[src/rtl/spi_cmd_pkg.sv]
`timescale 1ns/1ps
package spi_cmd_pkg;

  typedef enum logic [1:0] {
    ST_IDLE     = 2'd0,
    ST_WAIT_OUT = 2'd1,
    ST_WAIT_IN  = 2'd2
  } eng_state_t;

  localparam logic [1:0] A_CMD  = 2'd0;
  localparam logic [1:0] A_WDOG = 2'd1;
  localparam logic [1:0] A_BUF  = 2'd2;
  localparam logic [1:0] A_STAT = 2'd3;

  localparam int CMD_W     = 8;
  localparam int STAT_W    = 8;
  localparam int CB_KEY    = 4;  // must be 1
  localparam int CB_MASTER = 5;  // must be 0
  localparam int CB_EDGE   = 6;  // 1: rising edge active
  localparam int SB_CMDERR = 4;
  localparam int SB_XFERR  = 7;

  function automatic logic cmd_ok(input logic [CMD_W-1:0] c);
    return c[CB_KEY] & ~c[CB_MASTER];
  endfunction

endpackage

[src/rtl/spi_sync.sv]
`timescale 1ns/1ps
module spi_sync #(
  parameter int             N       = 1,
  parameter logic [N-1:0]   RST_VAL = '0
) (
  input  logic         clk,
  input  logic         rst_n,
  input  logic [N-1:0] d,
  output logic [N-1:0] q
);
  logic [N-1:0] meta_q;

  always_ff @(posedge clk or negedge rst_n) begin
    if (!rst_n) begin
      meta_q <= RST_VAL;
      q      <= RST_VAL;
    end else begin
      meta_q <= d;
      q      <= meta_q;
    end
  end
endmodule

[src/rtl/spi_stall_timer.sv]
`timescale 1ns/1ps
module spi_stall_timer #(
  parameter int WD_W = 8
) (
  input  logic            clk,
  input  logic            rst_n,
  input  logic            load,
  input  logic            run,
  input  logic            tick,
  input  logic [WD_W-1:0] reload,
  output logic            expire
);
  logic [WD_W-1:0] cnt_q;

  assign expire = run & tick & (cnt_q <= WD_W'(1));

  always_ff @(posedge clk or negedge rst_n) begin
    if (!rst_n)               cnt_q <= '0;
    else if (load)            cnt_q <= reload;
    else if (run && tick && !expire) cnt_q <= cnt_q - WD_W'(1);
  end
endmodule

[src/rtl/spi_cmd_slave.sv]
`timescale 1ns/1ps
module spi_cmd_slave
  import spi_cmd_pkg::*;
#(
  parameter int DATA_W = 16,
  parameter int WD_W   = 8
) (
  input  logic              clk,
  input  logic              rst_n,
  input  logic              host_wr,
  input  logic [1:0]        host_addr,
  input  logic [DATA_W-1:0] host_wdata,
  output logic [DATA_W-1:0] host_rdata,
  input  logic              tick,
  input  logic              sclk_i,
  input  logic              mosi_i,
  input  logic              ss_n_i,
  output logic              miso_o
);
  localparam int LEN_W = $clog2(DATA_W);
  localparam int CNT_W = $clog2(DATA_W + 1);

  function automatic logic [CNT_W-1:0] word_len(input logic [CMD_W-1:0] c);
    if (c[LEN_W-1:0] == '0) return CNT_W'(DATA_W);
    return CNT_W'(c[LEN_W-1:0]);
  endfunction

  function automatic logic [DATA_W-1:0] align_word(input logic [DATA_W-1:0] w,
                                                   input logic [CNT_W-1:0] n);
    return w << (CNT_W'(DATA_W) - n);
  endfunction

  // synchronised pins {ss, mosi, sclk}
  logic [2:0] pins_s;
  logic       sclk_s, mosi_s, ss_s, ss_prev_q;
  spi_sync #(.N(3), .RST_VAL(3'b100)) u_sync (
    .clk(clk), .rst_n(rst_n), .d({ss_n_i, mosi_i, sclk_i}), .q(pins_s)
  );
  assign {ss_s, mosi_s, sclk_s} = pins_s;

  always_ff @(posedge clk or negedge rst_n) begin
    if (!rst_n) ss_prev_q <= 1'b1;
    else        ss_prev_q <= ss_s;
  end

  // named internal events
  logic ss_fall, ss_rise, level_ok, start_ev, reject_ev, abort_ev, done_ev;
  logic tm_load, tm_run, tm_expire;

  eng_state_t           state_q;
  logic [CMD_W-1:0]     cmd_q;
  logic [STAT_W-1:0]    stat_q;
  logic [DATA_W-1:0]    dbuf_q;
  logic [WD_W-1:0]      wd_q;
  logic [CNT_W-1:0]     left_q;
  logic                 miso_q;

  assign ss_fall   = ss_prev_q & ~ss_s;
  assign ss_rise   = ~ss_prev_q & ss_s;
  assign level_ok  = ((state_q == ST_WAIT_OUT) && (sclk_s == ~cmd_q[CB_EDGE])) ||
                     ((state_q == ST_WAIT_IN)  && (sclk_s ==  cmd_q[CB_EDGE]));
  assign start_ev  = (state_q == ST_IDLE) && ss_fall && (cmd_q != '0) && cmd_ok(cmd_q);
  assign reject_ev = (state_q == ST_IDLE) && ss_fall && (cmd_q != '0) && !cmd_ok(cmd_q);
  assign abort_ev  = (state_q != ST_IDLE) && (ss_rise || tm_expire);
  assign done_ev   = (state_q == ST_WAIT_IN) && level_ok && !ss_rise && (left_q == CNT_W'(1));
  assign tm_load   = start_ev | level_ok;
  assign tm_run    = (state_q != ST_IDLE) && !level_ok;

  spi_stall_timer #(.WD_W(WD_W)) u_timer (
    .clk(clk), .rst_n(rst_n), .load(tm_load), .run(tm_run), .tick(tick),
    .reload(wd_q), .expire(tm_expire)
  );

  always_ff @(posedge clk or negedge rst_n) begin
    if (!rst_n) begin
      state_q <= ST_IDLE;
      cmd_q   <= '0;
      stat_q  <= '0;
      dbuf_q  <= '0;
      wd_q    <= '1;
      left_q  <= '0;
      miso_q  <= 1'b0;
    end else begin
      if (host_wr && host_addr == A_WDOG) wd_q <= host_wdata[WD_W-1:0];
      if (abort_ev) begin
        stat_q[SB_XFERR] <= 1'b1;
        cmd_q            <= '0;
        state_q          <= ST_IDLE;
      end else begin
        case (state_q)
          ST_IDLE: begin
            if (start_ev) begin
              dbuf_q  <= align_word(dbuf_q, word_len(cmd_q));
              left_q  <= word_len(cmd_q);
              state_q <= ST_WAIT_OUT;
            end else if (reject_ev) begin
              stat_q[SB_CMDERR] <= 1'b1;
              cmd_q             <= '0;
            end else if (host_wr) begin
              if (host_addr == A_CMD) begin
                cmd_q <= host_wdata[CMD_W-1:0];
                if (host_wdata[CMD_W-1:0] != '0) stat_q <= '0;
              end else if (host_addr == A_BUF && cmd_q == '0) begin
                dbuf_q <= host_wdata;
              end
            end
          end
          ST_WAIT_OUT: begin
            if (level_ok) begin
              miso_q  <= dbuf_q[DATA_W-1];
              dbuf_q  <= dbuf_q << 1;
              state_q <= ST_WAIT_IN;
            end
          end
          ST_WAIT_IN: begin
            if (level_ok) begin
              dbuf_q[0] <= mosi_s;
              left_q    <= left_q - CNT_W'(1);
              if (done_ev) begin
                cmd_q   <= '0;
                state_q <= ST_IDLE;
              end else begin
                state_q <= ST_WAIT_OUT;
              end
            end
          end
          default: state_q <= ST_IDLE;
        endcase
      end
    end
  end

  assign miso_o = miso_q;

  always_comb begin
    case (host_addr)
      A_CMD:   host_rdata = DATA_W'(cmd_q);
      A_WDOG:  host_rdata = DATA_W'(wd_q);
      A_BUF:   host_rdata = dbuf_q;
      default: host_rdata = DATA_W'(stat_q);
    endcase
  end

  // assertions beside the engine
  AST_BUSY_HAS_CMD: assert property (@(posedge clk) disable iff (!rst_n)
    (state_q != ST_IDLE) |-> (cmd_q != '0));
  AST_REJECT_FLAGS: assert property (@(posedge clk) disable iff (!rst_n)
    reject_ev |=> (stat_q[SB_CMDERR] && cmd_q == '0 && state_q == ST_IDLE && $stable(dbuf_q)));
  AST_STALL_ABORTS: assert property (@(posedge clk) disable iff (!rst_n)
    tm_expire |=> (stat_q[SB_XFERR] && cmd_q == '0));
  AST_NO_TICK_NO_EXPIRE: assert property (@(posedge clk) disable iff (!rst_n)
    !tick |-> !tm_expire);
  AST_SS_RISE_ABORTS: assert property (@(posedge clk) disable iff (!rst_n)
    ((state_q != ST_IDLE) && ss_rise) |=> (stat_q[SB_XFERR] && state_q == ST_IDLE));
  AST_BUF_WRITE_LOCKED: assert property (@(posedge clk) disable iff (!rst_n)
    (host_wr && host_addr == A_BUF && cmd_q != '0 && state_q == ST_IDLE && !ss_fall) |=> $stable(dbuf_q));
  AST_MISO_HOLDS: assert property (@(posedge clk) disable iff (!rst_n)
    (state_q != ST_WAIT_OUT) |=> $stable(miso_o));
endmodule

[config.mk]
export PLATFORM = sky130hd
export DESIGN_NAME = spi_cmd_slave
export DESIGN_NICKNAME = d
export VERILOG_FILES = /design/src/rtl/spi_cmd_pkg.sv /design/src/rtl/spi_sync.sv /design/src/rtl/spi_stall_timer.sv /design/src/rtl/spi_cmd_slave.sv
export SDC_FILE = /design/constraint.sdc
export NUM_CORES = 1
export LEC_CHECK = 0
export BUFFER_PORTS_ARGS = -buffer_cell sky130_fd_sc_hd__buf_2
export CORE_MARGIN = 1
export CORE_UTILIZATION = 52
export CTS_CLUSTER_DIAMETER = 200
export DETAILED_ROUTE_END_ITERATION = 8
export GPL_TIMING_DRIVEN = 0
export MAX_ROUTING_LAYER = met4
export PLACE_DENSITY = 0.73
export SYNTH_ARGS = -nofsm -noshare
export SYNTH_HDL_FRONTEND = slang
export SYNTH_SLANG_ARGS = --single-unit
export TNS_END_PERCENT = 1
[constraint.sdc]
create_clock -name clk -period 5.91 [get_ports clk]
set_input_delay 1.4775 -clock clk [delete_from_list [all_inputs] [get_ports clk]]
set_output_delay 1.4775 -clock clk [all_outputs]
set_load 0.02 [all_outputs]
## After elaboration in Yosys (flattened, before gate mapping)

Cells that the tools add are included.

- Output and inout bits: 17
- Memories kept: 0
- Bits in read-only memories: 0
- Input bits: 25
- Flip-flop bits (word level): 57
- RAM bits: 0
- Bits in latches: 0

- Shift operators: 1
- Reduce and logical (&&, ||, !) cells: 48
- $lt $le $gt $ge: 1
- Bitwise operators: 12
- $mul: 0
- Eq/ne operators: 23
- $add $sub $neg: 3
- Div/mod/pow operators: 0
- Mux-type cells: 46

Operator list:

| cell | count |
|---|---|
| 8-bit two-way mux | 14 |
| 16-bit two-way mux | 6 |
| 16-bit case mux with 3 select lines | 1 |
| 5-bit two-way mux | 6 |
| 15-bit case mux with 2 select lines | 1 |
| 3-bit != test (second input constant) | 8 |
| 2-bit nonzero test | 11 |
| 6-bit AND reduction | 3 |
| 8-bit case mux with 2 select lines | 1 |
| 8-bit nonzero test | 2 |
| 16-bit by 5-bit left shift with 16-bit output | 1 |
| 1-bit logical AND | 15 |
| 5-bit case mux with 2 select lines | 1 |
| 8-bit by 1-bit less-or-equal comparator with 1-bit output (second input constant) | 1 |
| 8-bit logical NOT | 1 |
| 1-bit two-way mux | 8 |
| 2-bit two-way mux | 4 |
| 8-bit AND reduction | 1 |
| 8-bit by 1-bit subtractor with 8-bit output (second input constant) | 1 |
| 7-bit AND reduction | 1 |
| 2-bit != test (second input constant) | 3 |
| 1-bit inverter | 6 |
| 2-bit case mux with 3 select lines | 1 |
| 3-bit AND reduction | 2 |
| other kinds (21) | 35 |

## Longest topological paths before layout

- Depth in word-level cells: 19
- Gate-level depth with buffers: 11
- Depth with buffers taken out: 8

## Modules after synthesis

From an unflattened synthesis, not the netlist that was laid out.

- Cells, all modules: 523
- Area, all modules: 4436.8 um^2

Modules (own cells, without submodules):

| module | times used | seq. area each (um^2) | cells each | area an instance (um^2) |
|---|---|---|---|---|
| spi_cmd_slave | 1 | 1087.3 | 454 | 3741.1 |
| spi_stall_timer | 1 | 200.2 | 63 | 543.0 |
| spi_sync | 1 | 152.6 | 6 | 152.6 |

## Least setup slack after synthesis

No wires, ideal clock.

- Path type: input to output
- Start point: input host_addr[1]
- End point: output host_rdata[4]
- Buffers on the path: 1
- Data required time: 4.433 ns
- Slack: 1.905 ns
- Arrival time: 2.527 ns
- Stages: 2
- Path through: buf_1 -> mux4_2

- Longest elaborated chain between the ends: 2

Ends and longest elaborated chain:

| element | line | text |
|---|---|---|
| start, declared | spi_cmd_slave.sv:11 | `input logic [1:0] host_addr,` |
| 2-bit equality test (tied with other cells) | spi_cmd_slave.sv:136 | `case (host_addr)` |
| 16-bit case mux with 3 select lines (*) | spi_cmd_slave.sv:136 |  |
| end, declared | spi_cmd_slave.sv:13 | `output logic [DATA_W-1:0] host_rdata,` |

Every way passes the cells marked *; elsewhere a longest branch is shown, timed or not.

## Final worst setup path

Same ends and word-level chain as after synthesis.

==> metrics <==
Crit path arrival time=~2.9 ns; Avg Cell Area, Syn=8.71 µm²; Synth async-reset ratio=between 90% and 100%; synthesized flop and latch total=57; Diodes inserted=0; initial antenna violation count=0; vias in the first global route=4241; Hold Fails Final Rpt=0; IO Pins=42; GP Congestion=0.968; maximum vdd ir drop=0.000284 V; vias per cell=6.46; Sequential Area=between 1000 and 1500 µm²; P_leak=2.21 nW; P&R area growth vs syn=12.5%; post-synthesis sequential area ratio=about a third; Post-CTS Hold Buffers=0; Post-Syn Area=4560 µm²; Hold WC Path Type=flip-flop to flip-flop; Core Region=8340 µm²; final worst path period need=4.38 ns; cell type with the largest total area after synthesis=dfrtp_1; hold_ws=0.349 ns; maximum level of the CTS H-tree=3; layout cell share with drive strength beyond 1=20.7%; top cells by area, synth=dfrtp_1 25%, dfstp_2 6.3%, nand2_1 5.5%; via count=4426; Starting Density=54.6%; unrepaired setup endpoints after global routing=false; drt drc=0; DR WL/cell=21.1 µm; Ys Warns=0; distinct cell type count after synthesis=86; Final HPWL DP=approximately 11000 µm; PortBufs=41; Clock Skew=0.0147 ns; setup TNS=0 ns; net count after synthesis=560; postcts setup bufs=0; die height=95.6 µm; final number of setup-violating endpoints=0; Multi-input gate area=2850 µm²; Num CTS Buffers=9; Die Area=between 9000 and 10000 µm²; Pwr per Cell Area=650 nW/µm²; final antenna-violating net count=0; Worst-path clk slew=0.06 ns; Req. time, crit path=4.43 ns; First DRT Iteration DRCs=447; max-slew violations=0; WS Path Type=input port to primary output; Crit. End Element=primary output; largest net degree at the start of global routing=58; achievable frequency=0.228 GHz; actual slew at the worst max-slew pin=0.819 ns; fillers=757; slew margin rel.=45.0%; fin crit share=74.1%; CTS sink cnt=57; row count=33; outcome=complete, no violations; DRT Pass-1 Iters=6; GRT overflow=0; Mapped Cells=523; total of max-cap violations=0; clock tree root buffer cell=clkbuf_8; dominant synthesized flop cell=dfrtp_1; worst skew pair latency=between 0.3 and 0.4 ns; CTS tree=yes; post_cts resized=0; final net count=612; CP startpoint kind=input port; Die W=95.6 µm; first-pass GRT wire length=23000 µm; total routed wirelength=14500 µm; crit-path max FO=10; total track usage=35.2%; worst-case clock buffer depth=2; number of synthesized flops with an enable pin=0; area share of the largest cell type after synthesis=25.3%
[cells in the mapped netlist (4+ instances only)]
| cell type | instances |
|---|---|
| clkbuf_1 | 16 |
| nand2_1 | 67 |
| o31ai_1 | 6 |
| dfstp_2 | 11 |
| a221o_1 | 7 |
| a22oi_1 | 4 |
| o211ai_1 | 8 |
| mux4_2 | 5 |
| a221oi_1 | 7 |
| o21ai_0 | 31 |
| nand3_1 | 9 |
| o22ai_1 | 6 |
| a22o_1 | 7 |
| buf_2 | 10 |
| dfrtp_1 | 46 |
| or4bb_1 | 4 |
| nor3_1 | 8 |
| nand2b_1 | 13 |
| inv_1 | 24 |
| and2_1 | 12 |
| nor2_1 | 36 |
| o41ai_1 | 4 |
| nor2b_1 | 13 |
| ha_1 | 12 |
| mux2_2 | 11 |
| mux2i_1 | 21 |
| a21oi_1 | 22 |
| buf_1 | 4 |
[worst paths after layout]
| check | start | endpoint | slack [ns] | depth (start not counted) |
|---|---|---|---|---|
| min | u_sync.meta_q[1]$_DFF_PN0_ | u_sync.q[1]$_DFF_PN0_ | 0.35 | 0 |
| min in group asynchronous | rst_n | cmd_q[3]$_DFFE_PN0P_ | 1.19 | 1 |
| max reg2reg | cmd_q[1]$_DFFE_PN0P_ | dbuf_q[15]$_DFFE_PN0P_ | 2.61 | 10 |
| min reg2reg | u_sync.meta_q[1]$_DFF_PN0_ | u_sync.q[1]$_DFF_PN0_ | 0.35 | 0 |
| max | host_addr[1] | host_rdata[4] | 1.53 | 4 |
| max in group asynchronous | rst_n | left_q[4]$_DFFE_PN0P_ | 4.20 | 1 |
[sequential cells by signal (all words and copies together), names as in the netlist]
| register | count |
|---|---|
| dbuf_q | 16 |
| cmd_q | 8 |
| u_timer.cnt_q | 8 |
| wd_q | 8 |
| left_q | 5 |
| u_sync.meta_q | 3 |
| u_sync.q | 3 |
| stat_q | 2 |
| state_q | 2 |
| miso_o | 1 |
| ss_prev_q | 1 |
[report_power, final]
group	switching, mW	leakage [nW]	total [mW]	internal (mW)
Combinational	1.36	1.42	2.18	0.816
Sequential	0.168	0.677	0.722	0.554
Clock	0.173	0.115	0.432	0.259
Total	1.70	2.21	3.33	1.63
[final cells by class]
| class | count | share of cell area [%] |
|---|---|---|
| tap | 105 | 2.56 |
| buffer | 35 | 3.39 |
| sequential | 57 | 28.1 |
| clock inverter | 5 | 1.51 |
| timing repair buffer | 41 | 4.05 |
| multi-input combinational | 406 | 55.6 |
| inverter | 25 | 1.83 |
| clock buffer | 11 | 2.95 |
[logic make-up after synthesis]
kind of cell | count (synthesis) | share of synthesized area, %
DFF | 57 | 31.6
and+or+nand+nor | 202 | 23.8
buffers and inverters | 60 | 5.88
xor gates and xnor gates | 5 | 1.37
adders and majority gates | 12 | 3.29
muxes | 37 | 9.80
AOI/OAI and AO/OA | 150 | 24.2
[placed cells by master, fill, tap and decap left out, types with 4 or more instances in the layout]
cell type,instances
nand2_1,67
buf_2,50
dfrtp_1,46
nor2_1,36
o21ai_0,31
inv_1,24
a21oi_1,22
mux2i_1,21
clkbuf_1,16
nor2b_1,13
nand2b_1,13
and2_1,12
ha_1,12
mux2_2,11
clkbuf_8,11
dfstp_2,11
nand3_1,9
nor3_1,8
o211ai_1,8
a22o_1,7
a221oi_1,7
a221o_1,7
o22ai_1,6
o31ai_1,6
mux4_2,5
buf_1,4
or4bb_1,4
a22oi_1,4
o41ai_1,4
[metal layers]
| layer | GRT usage, % | vias up | part of all wire [%] |
|---|---|---|---|
| li1 | - | 2041 | - |
| met1 | 44.7 | 2135 | 42 |
| met2 | 55.6 | 210 | 47 |
| met3 | 4.78 | 40 | 7.4 |
| met4 | 16.8 | 0 | 3.3 |
| met5 | - | - | 0 |
[stage by stage]
step | utilization (%) | cell area, µm² | setup WS (ns) | cells | power, mW
6_report | 61.4 | 5120 | 1.53 | 685 | 3.33
5_1_grt | 61.4 | 5120 | 1.45 | 685 | 3.54
4_1_cts | 61.4 | 5120 | 1.53 | 685 | 3.28
3_5_place_dp | 58.7 | 4890 | 1.55 | 669 | 2.84
3_3_place_gp | 58.7 | 4890 | 1.55 | 669 | 2.82
2_1_floorplan | - | 4560 | 1.91 | 523 | 2.25
[critical path, cell delays in order]
cell and delay [ns]:
buf_2 0.11, buf_1 0.52, mux4_2 0.61, buf_2 0.18
Power figures use the tool's default switching activity.
